$ cat src/rtl/sdm_pkg.sv
package sdm_pkg;

    typedef enum logic [1:0] {
        ST_IDLE  = 2'd0,
        ST_ARMED = 2'd1,
        ST_RUN   = 2'd2
    } ctl_state_t;

    typedef enum logic [1:0] {
        REF_X2 = 2'd0,
        REF_X1 = 2'd1,
        REF_D2 = 2'd2,
        REF_D4 = 2'd3
    } ref_code_t;

    localparam int NUM_REF = 4;

endpackage

$ cat src/rtl/sdm_cfg_ctrl.sv
module sdm_cfg_ctrl
    import sdm_pkg::*;
#(
    parameter int INT_W   = 7,
    parameter int MOD_W   = 11,
    parameter int INT_MIN = 21,
    parameter int INT_MAX = 123
) (
    input  logic             clk,
    input  logic             rst_n,
    input  logic             cfg_load,
    input  logic             div_tick,
    input  logic [INT_W-1:0] cfg_int,
    input  logic [MOD_W-1:0] cfg_frac,
    input  logic [MOD_W-1:0] cfg_mod,
    input  logic [1:0]       cfg_ref,
    output logic             commit,
    output logic             step,
    output logic [INT_W-1:0] sh_int,
    output logic [INT_W-1:0] act_int,
    output logic [MOD_W-1:0] act_frac,
    output logic [MOD_W-1:0] act_mod,
    output logic [1:0]       act_ref
);

    localparam logic [INT_W-1:0] LO_I = INT_W'(INT_MIN);
    localparam logic [INT_W-1:0] HI_I = INT_W'(INT_MAX);
    localparam logic [MOD_W-1:0] ONE_M = MOD_W'(1);

    ctl_state_t state_q, state_d;

    logic [INT_W-1:0] int_c;
    logic [MOD_W-1:0] mod_c, frac_c;
    logic [MOD_W-1:0] sh_frac, sh_mod;
    logic [1:0]       sh_ref;

    // Clamping of the incoming settings
    always_comb begin
        mod_c  = (cfg_mod == '0) ? ONE_M : cfg_mod;
        frac_c = (cfg_frac >= mod_c) ? (mod_c - ONE_M) : cfg_frac;
        if (cfg_int < LO_I)      int_c = LO_I;
        else if (cfg_int > HI_I) int_c = HI_I;
        else                     int_c = cfg_int;
    end

    // Next state: T_COMMIT (ARMED -> RUN), T_LOAD (any -> ARMED)
    always_comb begin
        state_d = state_q;
        unique case (state_q)
            ST_IDLE:  state_d = ST_IDLE;
            ST_ARMED: state_d = div_tick ? ST_RUN : ST_ARMED;
            ST_RUN:   state_d = ST_RUN;
            default:  state_d = ST_IDLE;
        endcase
        if (cfg_load) state_d = ST_ARMED;
    end

    always_ff @(posedge clk or negedge rst_n) begin
        if (!rst_n) state_q <= ST_IDLE;
        else        state_q <= state_d;
    end

    // State outputs
    always_comb begin
        commit = 1'b0;
        step   = 1'b0;
        unique case (state_q)
            ST_IDLE:  ;
            ST_ARMED: commit = div_tick;
            ST_RUN:   step   = div_tick;
            default:  ;
        endcase
    end

    always_ff @(posedge clk or negedge rst_n) begin
        if (!rst_n) begin
            sh_int   <= LO_I;
            sh_frac  <= '0;
            sh_mod   <= ONE_M;
            sh_ref   <= REF_X1;
            act_int  <= LO_I;
            act_frac <= '0;
            act_mod  <= ONE_M;
            act_ref  <= REF_X1;
        end else begin
            if (cfg_load) begin
                sh_int  <= int_c;
                sh_frac <= frac_c;
                sh_mod  <= mod_c;
                sh_ref  <= cfg_ref;
            end
            if (commit) begin
                act_int  <= sh_int;
                act_frac <= sh_frac;
                act_mod  <= sh_mod;
                act_ref  <= sh_ref;
            end
        end
    end

    p_int_range_r3: assert property (@(posedge clk) disable iff (!rst_n)
        commit |=> (act_int >= LO_I && act_int <= HI_I));

    p_frac_below_mod_r4: assert property (@(posedge clk) disable iff (!rst_n)
        commit |=> (act_frac < act_mod && act_mod != '0));

    p_commit_only_armed_r2: assert property (@(posedge clk) disable iff (!rst_n)
        (state_q != ST_ARMED) |=> $stable(act_int) && $stable(act_mod));

endmodule

$ cat src/rtl/sdm_acc_stage.sv
module sdm_acc_stage #(
    parameter int MOD_W = 11
) (
    input  logic             clk,
    input  logic             rst_n,
    input  logic             clr,
    input  logic             en,
    input  logic [MOD_W-1:0] add_in,
    input  logic [MOD_W-1:0] modv,
    output logic [MOD_W-1:0] acc_nxt,
    output logic             carry
);

    logic [MOD_W-1:0] acc_q;
    logic [MOD_W:0]   sum;

    // Both operands are below modv, so one subtraction always wraps.
    always_comb begin
        sum   = {1'b0, acc_q} + {1'b0, add_in};
        carry = (sum >= {1'b0, modv});
        acc_nxt = carry ? MOD_W'(sum - {1'b0, modv}) : sum[MOD_W-1:0];
    end

    always_ff @(posedge clk or negedge rst_n) begin
        if (!rst_n)   acc_q <= '0;
        else if (clr) acc_q <= '0;
        else if (en)  acc_q <= acc_nxt;
    end

    p_acc_below_mod_r4: assert property (@(posedge clk) disable iff (!rst_n)
        (en && !clr) |=> (acc_q < modv));

    p_clear_r10: assert property (@(posedge clk) disable iff (!rst_n)
        clr |=> (acc_q == '0));

endmodule

$ cat src/rtl/sdm_divctl.sv
module sdm_divctl
    import sdm_pkg::*;
#(
    parameter int INT_W   = 7,
    parameter int MOD_W   = 11,
    parameter int DIV_W   = 8,
    parameter int INT_MIN = 21,
    parameter int INT_MAX = 123
) (
    input  logic             clk,
    input  logic             rst_n,
    input  logic             div_tick,
    input  logic             cfg_load,
    input  logic [INT_W-1:0] cfg_int,
    input  logic [MOD_W-1:0] cfg_frac,
    input  logic [MOD_W-1:0] cfg_mod,
    input  logic [1:0]       cfg_ref,
    output logic [DIV_W-1:0] div_ratio,
    output logic [3:0]       ref_ctl
);

    localparam int NSTAGE = 3;
    localparam int SW     = DIV_W + 1;

    logic             commit, step;
    logic [INT_W-1:0] sh_int, act_int;
    logic [MOD_W-1:0] act_frac, act_mod;
    logic [1:0]       act_ref;

    sdm_cfg_ctrl #(
        .INT_W(INT_W), .MOD_W(MOD_W), .INT_MIN(INT_MIN), .INT_MAX(INT_MAX)
    ) i_ctrl (
        .clk(clk), .rst_n(rst_n), .cfg_load(cfg_load), .div_tick(div_tick),
        .cfg_int(cfg_int), .cfg_frac(cfg_frac), .cfg_mod(cfg_mod),
        .cfg_ref(cfg_ref), .commit(commit), .step(step), .sh_int(sh_int),
        .act_int(act_int), .act_frac(act_frac), .act_mod(act_mod),
        .act_ref(act_ref)
    );

    logic [MOD_W-1:0]  add_v [NSTAGE];
    logic [MOD_W-1:0]  nxt_v [NSTAGE];
    logic [NSTAGE-1:0] cy;

    for (genvar g = 0; g < NSTAGE; g++) begin : g_stage
        if (g == 0) begin : g_first
            assign add_v[g] = act_frac;
        end else begin : g_chain
            assign add_v[g] = nxt_v[g-1];
        end
        sdm_acc_stage #(.MOD_W(MOD_W)) i_stage (
            .clk(clk), .rst_n(rst_n), .clr(commit), .en(step),
            .add_in(add_v[g]), .modv(act_mod),
            .acc_nxt(nxt_v[g]), .carry(cy[g])
        );
    end

    logic c2_d, c3_d1, c3_d2;
    logic signed [3:0]    corr;
    logic signed [SW-1:0] div_nxt;
    logic [DIV_W-1:0]     div_q;

    // Cascade correction: c1 + (1 - z^-1) c2 + (1 - z^-1)^2 c3
    always_comb begin
        corr = $signed({3'b000, cy[0]})
             + $signed({3'b000, cy[1]}) - $signed({3'b000, c2_d})
             + $signed({3'b000, cy[2]}) - $signed({2'b00, c3_d1, 1'b0})
             + $signed({3'b000, c3_d2});
        div_nxt = $signed({{(SW-INT_W){1'b0}}, act_int})
                + {{(SW-4){corr[3]}}, corr};
    end

    always_ff @(posedge clk or negedge rst_n) begin
        if (!rst_n) begin
            c2_d  <= 1'b0;
            c3_d1 <= 1'b0;
            c3_d2 <= 1'b0;
            div_q <= DIV_W'(INT_MIN);
        end else if (commit) begin
            c2_d  <= 1'b0;
            c3_d1 <= 1'b0;
            c3_d2 <= 1'b0;
            div_q <= DIV_W'(sh_int);
        end else if (step) begin
            c2_d  <= cy[1];
            c3_d1 <= cy[2];
            c3_d2 <= c3_d1;
            div_q <= div_nxt[DIV_W-1:0];
        end
    end

    assign div_ratio = div_q;

    always_comb begin
        ref_ctl = '0;
        unique case (ref_code_t'(act_ref))
            REF_X2: ref_ctl[0] = 1'b1;
            REF_X1: ref_ctl[1] = 1'b1;
            REF_D2: ref_ctl[2] = 1'b1;
            REF_D4: ref_ctl[3] = 1'b1;
            default: ref_ctl = '0;
        endcase
    end

    p_hold_r8: assert property (@(posedge clk) disable iff (!rst_n)
        !div_tick |=> $stable(div_ratio));

    p_span_r7: assert property (@(posedge clk) disable iff (!rst_n)
        step |=> ((int'(div_ratio) - int'(act_int)) >= -3 &&
                  (int'(div_ratio) - int'(act_int)) <= 4));

    p_commit_value_r2: assert property (@(posedge clk) disable iff (!rst_n)
        commit |=> (int'(div_ratio) == int'(act_int)));

    p_zero_frac_r5: assert property (@(posedge clk) disable iff (!rst_n)
        (step && act_frac == '0) |=> (int'(div_ratio) == int'(act_int)));

    p_ref_onehot_r9: assert property (@(posedge clk) disable iff (!rst_n)
        $onehot0(ref_ctl) && ref_ctl != '0);

endmodule

$ cat config.mk
export PLATFORM = sky130hd
export DESIGN_NAME = sdm_divctl
export DESIGN_NICKNAME = d
export VERILOG_FILES = /design/src/rtl/sdm_pkg.sv /design/src/rtl/sdm_cfg_ctrl.sv /design/src/rtl/sdm_acc_stage.sv /design/src/rtl/sdm_divctl.sv
export SDC_FILE = /design/constraint.sdc
export NUM_CORES = 1
export LEC_CHECK = 0
export BUFFER_PORTS_ARGS = -buffer_cell sky130_fd_sc_hd__buf_2
export CAP_MARGIN = 30
export CORE_ASPECT_RATIO = 0.9
export CORE_UTILIZATION = 49
export DETAILED_ROUTE_END_ITERATION = 6
export GPL_ROUTABILITY_DRIVEN = 0
export PLACE_DENSITY = 0.75
export SYNTH_ARGS = -nofsm -noshare
export SYNTH_HDL_FRONTEND = slang
export SYNTH_SLANG_ARGS = --single-unit
$ cat constraint.sdc
create_clock -name clk -period 10.2 [get_ports clk]
set_input_delay 1.02 -clock clk [delete_from_list [all_inputs] [get_ports clk]]
set_output_delay 1.02 -clock clk [all_outputs]
set_load 0.02 [all_outputs]
==> results of run 1 <==
area by class of cell:
| cell class | count | area share [%] |
|---|---|---|
| timing repair buffer | 168 | 11.3 |
| tap | 235 | 2.77 |
| sequential | 108 | 25.6 |
| clock inverter | 6 | 0.589 |
| multi-input combinational | 681 | 55.0 |
| clock buffer | 10 | 2.25 |
| inverter | 68 | 2.45 |
kinds of logic after synthesis:
group / Yosys count / share of synthesized area (%)
mux: 76 / 10.1
simple gates: 222 / 13.2
fa+ha+maj: 103 / 15.9
xor+xnor: 49 / 5.04
flops: 108 / 31.9
buf+inv: 94 / 4.41
compound gates: 231 / 19.3
worst max-delay path, delay by kind of cell, from the launching register on:
family	cells	cell delay [ps]
buffers and inverters	3	330
adders and majority gates	10	2890
muxes	3	760
xor gates and xnor gates	4	610
AOI/OAI and AO/OA	21	3990
DFF	1	400
and+or+nand+nor	9	1610
cell usage after synthesis (6+ instances only):
master    number  area [sq um]
mux2_4         7           105
or3_1          8          50.1
o21ai_0       48           240
o221a_2        8          90.1
xnor2_1       38           333
a22o_1        16           140
dfrtp_1       95          2380
ha_1          94          1180
dfstp_2       13           342
nor3_1        19          95.1
fa_1           9           180
inv_1         67           251
xor2_1        11          96.3
o211ai_1       6          45.0
nor2b_1       16           100
a21o_1        21           158
nand2b_1       6          37.5
nor2_1        55           206
nand2_1       58           218
mux2i_1       18           180
clkbuf_1      20          75.1
nand4_1        8          50.1
a31oi_1        6          37.5
nand3_1       16          80.1
o21a_1        15           113
mux2_2        51           574
a21oi_1       46           230
sequential cells by signal, summed over array words and instances (netlist names):
| signal | flops |
|---|---|
| g_stage.i_stage.acc_q | 33 |
| i_ctrl.act_frac | 11 |
| i_ctrl.act_mod | 11 |
| i_ctrl.sh_frac | 11 |
| i_ctrl.sh_mod | 11 |
| div_ratio | 8 |
| i_ctrl.act_int | 7 |
| i_ctrl.sh_int | 7 |
| i_ctrl.act_ref | 2 |
| i_ctrl.sh_ref | 2 |
| i_ctrl.state_q | 2 |
| c2_d | 1 |
| c3_d1 | 1 |
| c3_d2 | 1 |
per-stage QoR:
stage	hold WS, ps	instance area, sq um	utilization [%]	setup slack (ps)	TNS [ps]
2_1_floorplan	449	8580	-	-25.9	-25.9
3_3_place_gp	463	9660	57.0	-337	-1060
3_5_place_dp	469	9660	57.0	-512	-2140
4_1_cts	488	10300	61.0	-245	-696
5_1_grt	511	10600	62.7	-898	-4830
6_report	486	10600	62.7	-507	-2280
worst paths after layout:
check / from / endpoint / slack [ps] / cells past startpoint
max reg2reg: i_ctrl.act_frac[0] / div_ratio[6] / -510 / 50
min in group asynchronous: rst_n / g_stage[2].i_stage.acc_q[5] / 600 / 1
min: div_ratio[0] / div_ratio[0] / 490 / 2
max: i_ctrl.act_frac[0] / div_ratio[6] / -510 / 50
min reg2reg: div_ratio[0] / div_ratio[0] / 490 / 2
max in group asynchronous: rst_n / i_ctrl.act_int[4] / 8680 / 3
timing repair:
action / 4_1_cts / 5_1_grt
setup buffers: 19 / 13
pin swaps: 49 / 53
cloned: 0 / 0
resized for setup: 47 / 35
endpoints found under the setup margin: 7 / 8
per-layer routing:
metal | GRT usage (%) | routed length, um | share of wire [%] | vias to the layer above
li1 | - | - | - | 3525
met1 | 35.0 | 10300 | 45 | 3578
met2 | 41.9 | 11100 | 49 | 207
met3 | 3.19 | 822 | 3.6 | 51
met4 | 9.21 | 613 | 2.7 | 0
met5 | 0 | 0 | 0 | -
==> flow_metrics.env, run 1 <==
export IMPL_root_buffer="clkbuf_16"
export IMPL_syn_num_nets=1021
export IMPL_layout_setup_ws_ps=-507
export IMPL_yosysSeqAreaShare_pct=31.9
export IMPL_drt_drc_violations_left=0
export IMPL_area_growth_pct=24.8
export IMPL_slowest_delay_ps=510
export IMPL_final_common_cell="buf_4"
export IMPL_vias_per_cell=5.77
export IMPL_seq_area_sq_um=2720
export IMPL_synth_distinct_cells=80
export IMPL_clock_sinks=108
export IMPL_syn_avg_cell_area_sq_um=9.64
export IMPL_port_buffers=46
export IMPL_max_freq_mhz=93.4
export IMPL_wl_per_cell_um=17.9
export IMPL_cts_tree="yes"
export IMPL_cpMostUsedCell="a21oi_2"
export IMPL_path_max_fanout=7
export IMPL_holdCritPathClass="reg -> reg"
export IMPL_status="complete, but fails checks"
export IMPL_cts_clk_slew_worst_paths_ps=80
export IMPL_layout_common_cells="115 x buf_4, 95 x dfrtp_1, 81 x ha_1"
export IMPL_finalHoldViolations=0
export IMPL_crit_arrival_ps=11000
export IMPL_rsz0062_at_grt="true"
export IMPL_drive_gt1_share_pct=33.5
export IMPL_finalSetupViolCount=7
export IMPL_antenna_found_initial=0
export IMPL_numCtsBuffers=9
export IMPL_grt_usage_pct=25.6
export IMPL_synth_cells=883
export IMPL_dpl_hpwl_um=15900
export IMPL_die_width_um=141
export IMPL_violations="negative setup slack"
export IMPL_synth_seq_cells=108
export IMPL_worst_pin_slew_ps=944
export IMPL_yosysWarningCount=0
export IMPL_worstSetupPathType="reg -> reg"
export IMPL_endpoint_kind="register"
export IMPL_ios=47
export IMPL_cts_htree_levels=3
export IMPL_max_slew_margin_rel_pct=36.6
export IMPL_drv_slew=0
export IMPL_synthArstFlopShare_pct=100
export IMPL_place_inst=1227
export IMPL_layout_nets=1174
export IMPL_startpoint_type="register"
export IMPL_fin_crit_sh_pct=105
export IMPL_die_area_sq_um=17900
export IMPL_grt_pass1_wl_um=36000
export IMPL_coreArea_sq_um=16900
export IMPL_drt_total_wl_um=22900
export IMPL_rows=45
export IMPL_first_global_vias=7058
export IMPL_ys_flop_type="dfrtp_1"
export IMPL_syn_cell_area_sq_um=8510
export IMPL_hold_buffers=0
export IMPL_fin_cells=1276
export IMPL_clock_path_buffers=2
export IMPL_drtPass1Iterations=5
export IMPL_start_util_pct=50.2
export IMPL_maxCapViolCount=0
export IMPL_multiInputGateArea_sq_um=5840
export IMPL_slowest_stage="fa_2"
export IMPL_overflow=0
export IMPL_worst_ep_required_time_ps=10490
export IMPL_synth_edf_count=0
export IMPL_fin_skew_ps=15.4
export IMPL_antenna_left=0
export IMPL_n_fill_cell=1265
export IMPL_clk_latency_ps=360
export IMPL_drt_initial_drc_count=416
export IMPL_grt_max_degree=77
export IMPL_period_needed_ps=10710
export IMPL_vias=7361
export IMPL_fp_dieH_um=127
export IMPL_antenna_cells=0
Power of run 1 is left out: the tool's default activity adds up to more than one toggle a clock period on the data nets, which glitch-free logic cannot reach.
==> inputs of run 2 (changes only) <==
PLACE_DENSITY = 0.72   (was 0.75)
clock period = 12.8 ns   (was 10.2 ns; I/O delays follow)
==> run 2 against run 1 <==
The run now ends clean; via count fell by 8.1%; worst hold slack improved by 8.3 ps; non-clock buffer count shrank 107; global-route usage decreased by 2.4 points; first-iteration DRC count is 16% higher; fmax shrank 11%; count of clock-buffer cells in the layout is 1 higher; register-to-register slack improved by 1200 ps; setup slack gained 1200 ps; die area is the same; cell count shrank 8.3%; largest cell class unchanged; highest routed layer unchanged.
==> flow_metrics.env, run 2 (synthesis results as in run 1) <==
export IMPL_holdCritPathClass="reg -> reg"
export IMPL_fp_dieH_um=127
export IMPL_rows=45
export IMPL_fin_skew_ps=9.34
export IMPL_hold_slack_ps=495
export IMPL_grt_pass1_wl_um=32700
export IMPL_endpoint_kind="register"
export IMPL_drive_gt1_share_pct=19.5
export IMPL_overflow=0
export IMPL_final_common_cell="dfrtp_1"
export IMPL_reg2reg_setup_slack_ps=720
export IMPL_grt_max_degree=71
export IMPL_numCtsBuffers=9
export IMPL_clock_path_buffers=2
export IMPL_layout_nets=1068
export IMPL_drt_drc_violations_left=0
export IMPL_wl_per_cell_um=17.1
export IMPL_die_area_sq_um=17900
export IMPL_cts_tree="yes"
export IMPL_drv_slew=0
export IMPL_dpl_hpwl_um=14800
export IMPL_maxCapViolCount=0
export IMPL_drt_total_wl_um=20000
export IMPL_crit_arrival_ps=12350
export IMPL_place_ws_ps=734
export IMPL_antenna_left=0
export IMPL_first_global_vias=6482
export IMPL_cpMostUsedCell="ha_1"
export IMPL_busiest_layer="met2"
export IMPL_worstSetupPathType="reg -> reg"
export IMPL_clk_latency_ps=360
export IMPL_die_width_um=141
export IMPL_antenna_found_initial=0
export IMPL_drt_initial_drc_count=483
export IMPL_area_growth_pct=10.2
export IMPL_fin_crit_sh_pct=94.4
export IMPL_cts_clk_slew_worst_paths_ps=80
export IMPL_worst_ep_required_time_ps=13070
export IMPL_vias=6765
export IMPL_status="completed"
export IMPL_start_util_pct=50.2
export IMPL_slowest_stage="fa_1"
export IMPL_finalHoldViolations=0
export IMPL_layout_setup_ws_ps=717
export IMPL_final_util_pct=55.3
export IMPL_grt_util_met2_pct=36.2
export IMPL_max_slew_margin_rel_pct=39.0
export IMPL_vias_per_cell=5.78
export IMPL_coreArea_sq_um=16900
export IMPL_startpoint_type="register"
export IMPL_antenna_cells=0
export IMPL_grt_use_met1_pct=32.9
export IMPL_tns_ps=0
export IMPL_path_max_fanout=13
export IMPL_drtPass1Iterations=7
export IMPL_worst_pin_slew_ps=916
export IMPL_cts_htree_levels=3
export IMPL_grt_usage_pct=23.2
export IMPL_largest_reg_flops=33
export IMPL_top_register="g_stage.i_stage.acc_q"
export IMPL_layout_common_cells="95 x dfrtp_1, 94 x ha_1, 67 x inv_1"
export IMPL_ios=47
export IMPL_port_buffers=46
export IMPL_finalSetupViolCount=0
export IMPL_period_needed_ps=12080
export IMPL_slowest_delay_ps=480
export IMPL_use_met3_pct=3.41
export IMPL_root_buffer="clkbuf_16"
export IMPL_clock_sinks=108
export IMPL_max_freq_mhz=82.8
==> run 2: cell count changes in the layout (fill, tap and decap cells not counted), moves of 6 or more <==
cell / change
xnor2_1: +6
buf_4: -99
buf_6: -6
ha_1: +13
a21oi_2: -9
a21oi_1: +9
o21ai_0: +10
o21ai_1: -7
ha_4: -10
==> run 2: what timing repair did <==
action	in CTS	in global routing
hold buffers	0	0
setup endpoints to repair	0	3
resized for setup	0	6
setup buffers	0	8
==> run 2: worst paths after layout <==
path | start | end | cells past startpoint
setup / recovery | i_ctrl.act_frac[0] | div_ratio[6] | 54
hold / removal | c3_d1 | c3_d1 | 1
setup reg to reg | i_ctrl.act_frac[0] | div_ratio[6] | 54
hold reg to reg | c3_d1 | c3_d1 | 1
max in group asynchronous | rst_n | div_ratio[3] | 2
min in group asynchronous | rst_n | i_ctrl.sh_frac[4] | 1
==> run 2: layout make-up <==
cell class              count  area (sq um)
inverters                  68           255
clock buffers              11           243
well taps                 235           294
repair buffers             61           345
fillers                  1498          7570
flip-flops and latches    108          2720
clock inverters             5          45.0
multi-input cells         682          5480
==> run 2: through the flow <==
stage,area [sq um],cells
after detailed placement,8990,1145
after global routing,9380,1170
final,9380,1170
after CTS,9270,1161
after global placement,8990,1145
after floorplan,8510,883
==> run 2: critical path: cells and delay by family, from the launching register on <==
kind | cells | cell delay [ps]
AOI/OAI and AO/OA | 19 | 3560
xor gates and xnor gates | 4 | 620
adders and majority gates | 11 | 3720
buffers and inverters | 4 | 730
DFF | 1 | 380
muxes | 2 | 380
and+or+nand+nor | 14 | 2560
==> run 2: per-layer routing <==
layer,share of wire (%),vias up
met2,44,200
met3,5.3,26
met1,48,3219
li1,-,3320
met5,0,-
met4,2.1,0
Power of run 2 is left out for the same reason.
==> inputs of run 3 (changes only) <==
CAP_MARGIN = 20   (was 30)
CORE_UTILIZATION = 55   (was 49)
CTS_BUF_LIST = sky130_fd_sc_hd__clkbuf_4 sky130_fd_sc_hd__clkbuf_8 sky130_fd_sc_hd__clkbuf_16   (was unset)
PLACE_DENSITY = 0.79   (was 0.72)
==> run 3 against run 2 <==
Largest cell class unchanged; critical endpoint unchanged; wire length down 0.50%; first-iteration DRC count down 18%; highest routed layer unchanged; cell count down 3.6%.
==> flow_metrics.env, run 3 (synthesis results as in run 1) <==
export IMPL_max_slew_margin_rel_pct=41.5
export IMPL_rows=42
export IMPL_first_global_vias=6441
export IMPL_wl_per_cell_um=17.6
export IMPL_rr_startpoint="i_ctrl.act_frac[0]"
export IMPL_holdCritPathClass="reg -> reg"
export IMPL_reg2reg_setup_slack_ps=850
export IMPL_vias=6841
export IMPL_status="completed"
export IMPL_antenna_left=0
export IMPL_grt_usage_pct=25.6
export IMPL_drtPass1Iterations=5
export IMPL_worst_ep_required_time_ps=13080
export IMPL_root_buffer="clkbuf_16"
export IMPL_grt_pass1_wl_um=32300
export IMPL_die_width_um=133
export IMPL_period_needed_ps=11950
export IMPL_cts_htree_levels=3
export IMPL_cts_clk_slew_worst_paths_ps=80
export IMPL_endpoint_kind="register"
export IMPL_area_growth_pct=8.94
export IMPL_finalSetupViolCount=0
export IMPL_ios=47
export IMPL_worstSetupPathType="reg -> reg"
export IMPL_coreArea_sq_um=14900
export IMPL_grt_max_degree=65
export IMPL_hold_buffers=0
export IMPL_dpl_hpwl_um=15000
export IMPL_clk_latency_ps=360
export IMPL_crit_arrival_ps=12230
export IMPL_final_common_cell="dfrtp_1"
export IMPL_largest_reg_flops=33
export IMPL_overflow=0
export IMPL_layout_common_cells="95 x dfrtp_1, 94 x ha_1, 67 x inv_1"
export IMPL_clock_sinks=108
export IMPL_antenna_cells=0
export IMPL_rsz0062_at_grt="false"
export IMPL_drv_slew=0
export IMPL_drive_gt1_share_pct=18.7
export IMPL_path_max_fanout=13
export IMPL_worstReg2RegEnd="div_ratio[6]"
export IMPL_worst_pin_slew_ps=872
export IMPL_tns_ps=0
export IMPL_startpoint_type="register"
export IMPL_layout_nets=1063
export IMPL_cpMostUsedCell="ha_1"
export IMPL_cts_tree="yes"
export IMPL_reg2reg_depth=53
export IMPL_start_util_pct=57.0
export IMPL_top_register="g_stage.i_stage.acc_q"
export IMPL_clock_path_buffers=2
export IMPL_die_area_sq_um=16000
export IMPL_drt_total_wl_um=19900
export IMPL_slowest_stage="fa_1"
export IMPL_finalHoldViolations=0
export IMPL_holdPathEnd="div_ratio[5]"
export IMPL_hold_depth=2
export IMPL_n_fill_cell=1243
export IMPL_min_from="div_ratio[5]"
export IMPL_drt_drc_violations_left=0
export IMPL_max_freq_mhz=83.7
export IMPL_numCtsBuffers=9
export IMPL_fin_skew_ps=12.2
export IMPL_antenna_found_initial=0
export IMPL_path_buf_inv=3
export IMPL_slowest_delay_ps=500
export IMPL_fin_crit_sh_pct=93.3
export IMPL_fp_dieH_um=120
export IMPL_port_buffers=46
export IMPL_cpLargestDelayFamily="adder cells"
export IMPL_drt_initial_drc_count=395
export IMPL_maxCapViolCount=0
export IMPL_vias_per_cell=6.06
-- run 3: worst register-to-register path: cells and delay by family, from the launching register on --
kind	cells	cell delay, ps
fa+ha+maj	11	3740
xor+xnor	4	720
flops	1	390
buf+inv	3	460
simple gates	14	2480
compound gates	19	3690
mux	2	390
-- run 3: routing by layer --
metal | vias to the layer above | GRT usage (%) | routed length, um
li1 | 3312 | - | -
met4 | 0 | 7.95 | 474
met2 | 213 | 41.9 | 9200
met5 | - | 0 | 0
met1 | 3278 | 35.1 | 9290
met3 | 38 | 3.63 | 917
-- run 3: what timing repair did --
| action | in CTS | in global routing |
|---|---|---|
| setup endpoints to repair | 0 | 3 |
| buffers inserted | 0 | 5 |
| resized for setup | 0 | 1 |
-- run 3: worst max path at each step --
stage          cells after the start  slack (ps)          startpoint      endpoint
2_1_floorplan                     55        1930  i_ctrl.act_frac[0]  div_ratio[6]
3_3_place_gp                      54        1400  i_ctrl.act_frac[0]  div_ratio[7]
3_5_place_dp                      54         910  i_ctrl.act_frac[0]  div_ratio[7]
4_1_cts                           52         850  i_ctrl.act_frac[0]  div_ratio[6]
5_1_grt                           55          60  i_ctrl.act_frac[0]  div_ratio[7]
6_report                          53         850  i_ctrl.act_frac[0]  div_ratio[6]
-- run 3: per-stage QoR --
stage | utilization (%) | setup slack, ps | std cells | hold WS, ps | instance area [sq um]
2_1_floorplan | - | 1930 | 883 | 449 | 8510
3_3_place_gp | 59.9 | 1400 | 1107 | 459 | 8930
3_5_place_dp | 59.9 | 908 | 1107 | 466 | 8930
4_1_cts | 61.8 | 852 | 1123 | 483 | 9230
5_1_grt | 62.1 | 61.5 | 1128 | 495 | 9270
6_report | 62.1 | 851 | 1128 | 477 | 9270
-- run 3: area by class of cell --
type | instances | area [sq um] | area share, %
Timing Repair Buffer | 57 | 315 | 3.40
Multi-Input combinational cell | 681 | 5440 | 58.7
Sequential cell | 108 | 2720 | 29.3
Clock inverter | 7 | 68.8 | 0.742
Tap cell | 198 | 248 | 2.67
Inverter | 68 | 255 | 2.75
Clock buffer | 9 | 225 | 2.43
Power of run 3 is left out for the same reason.
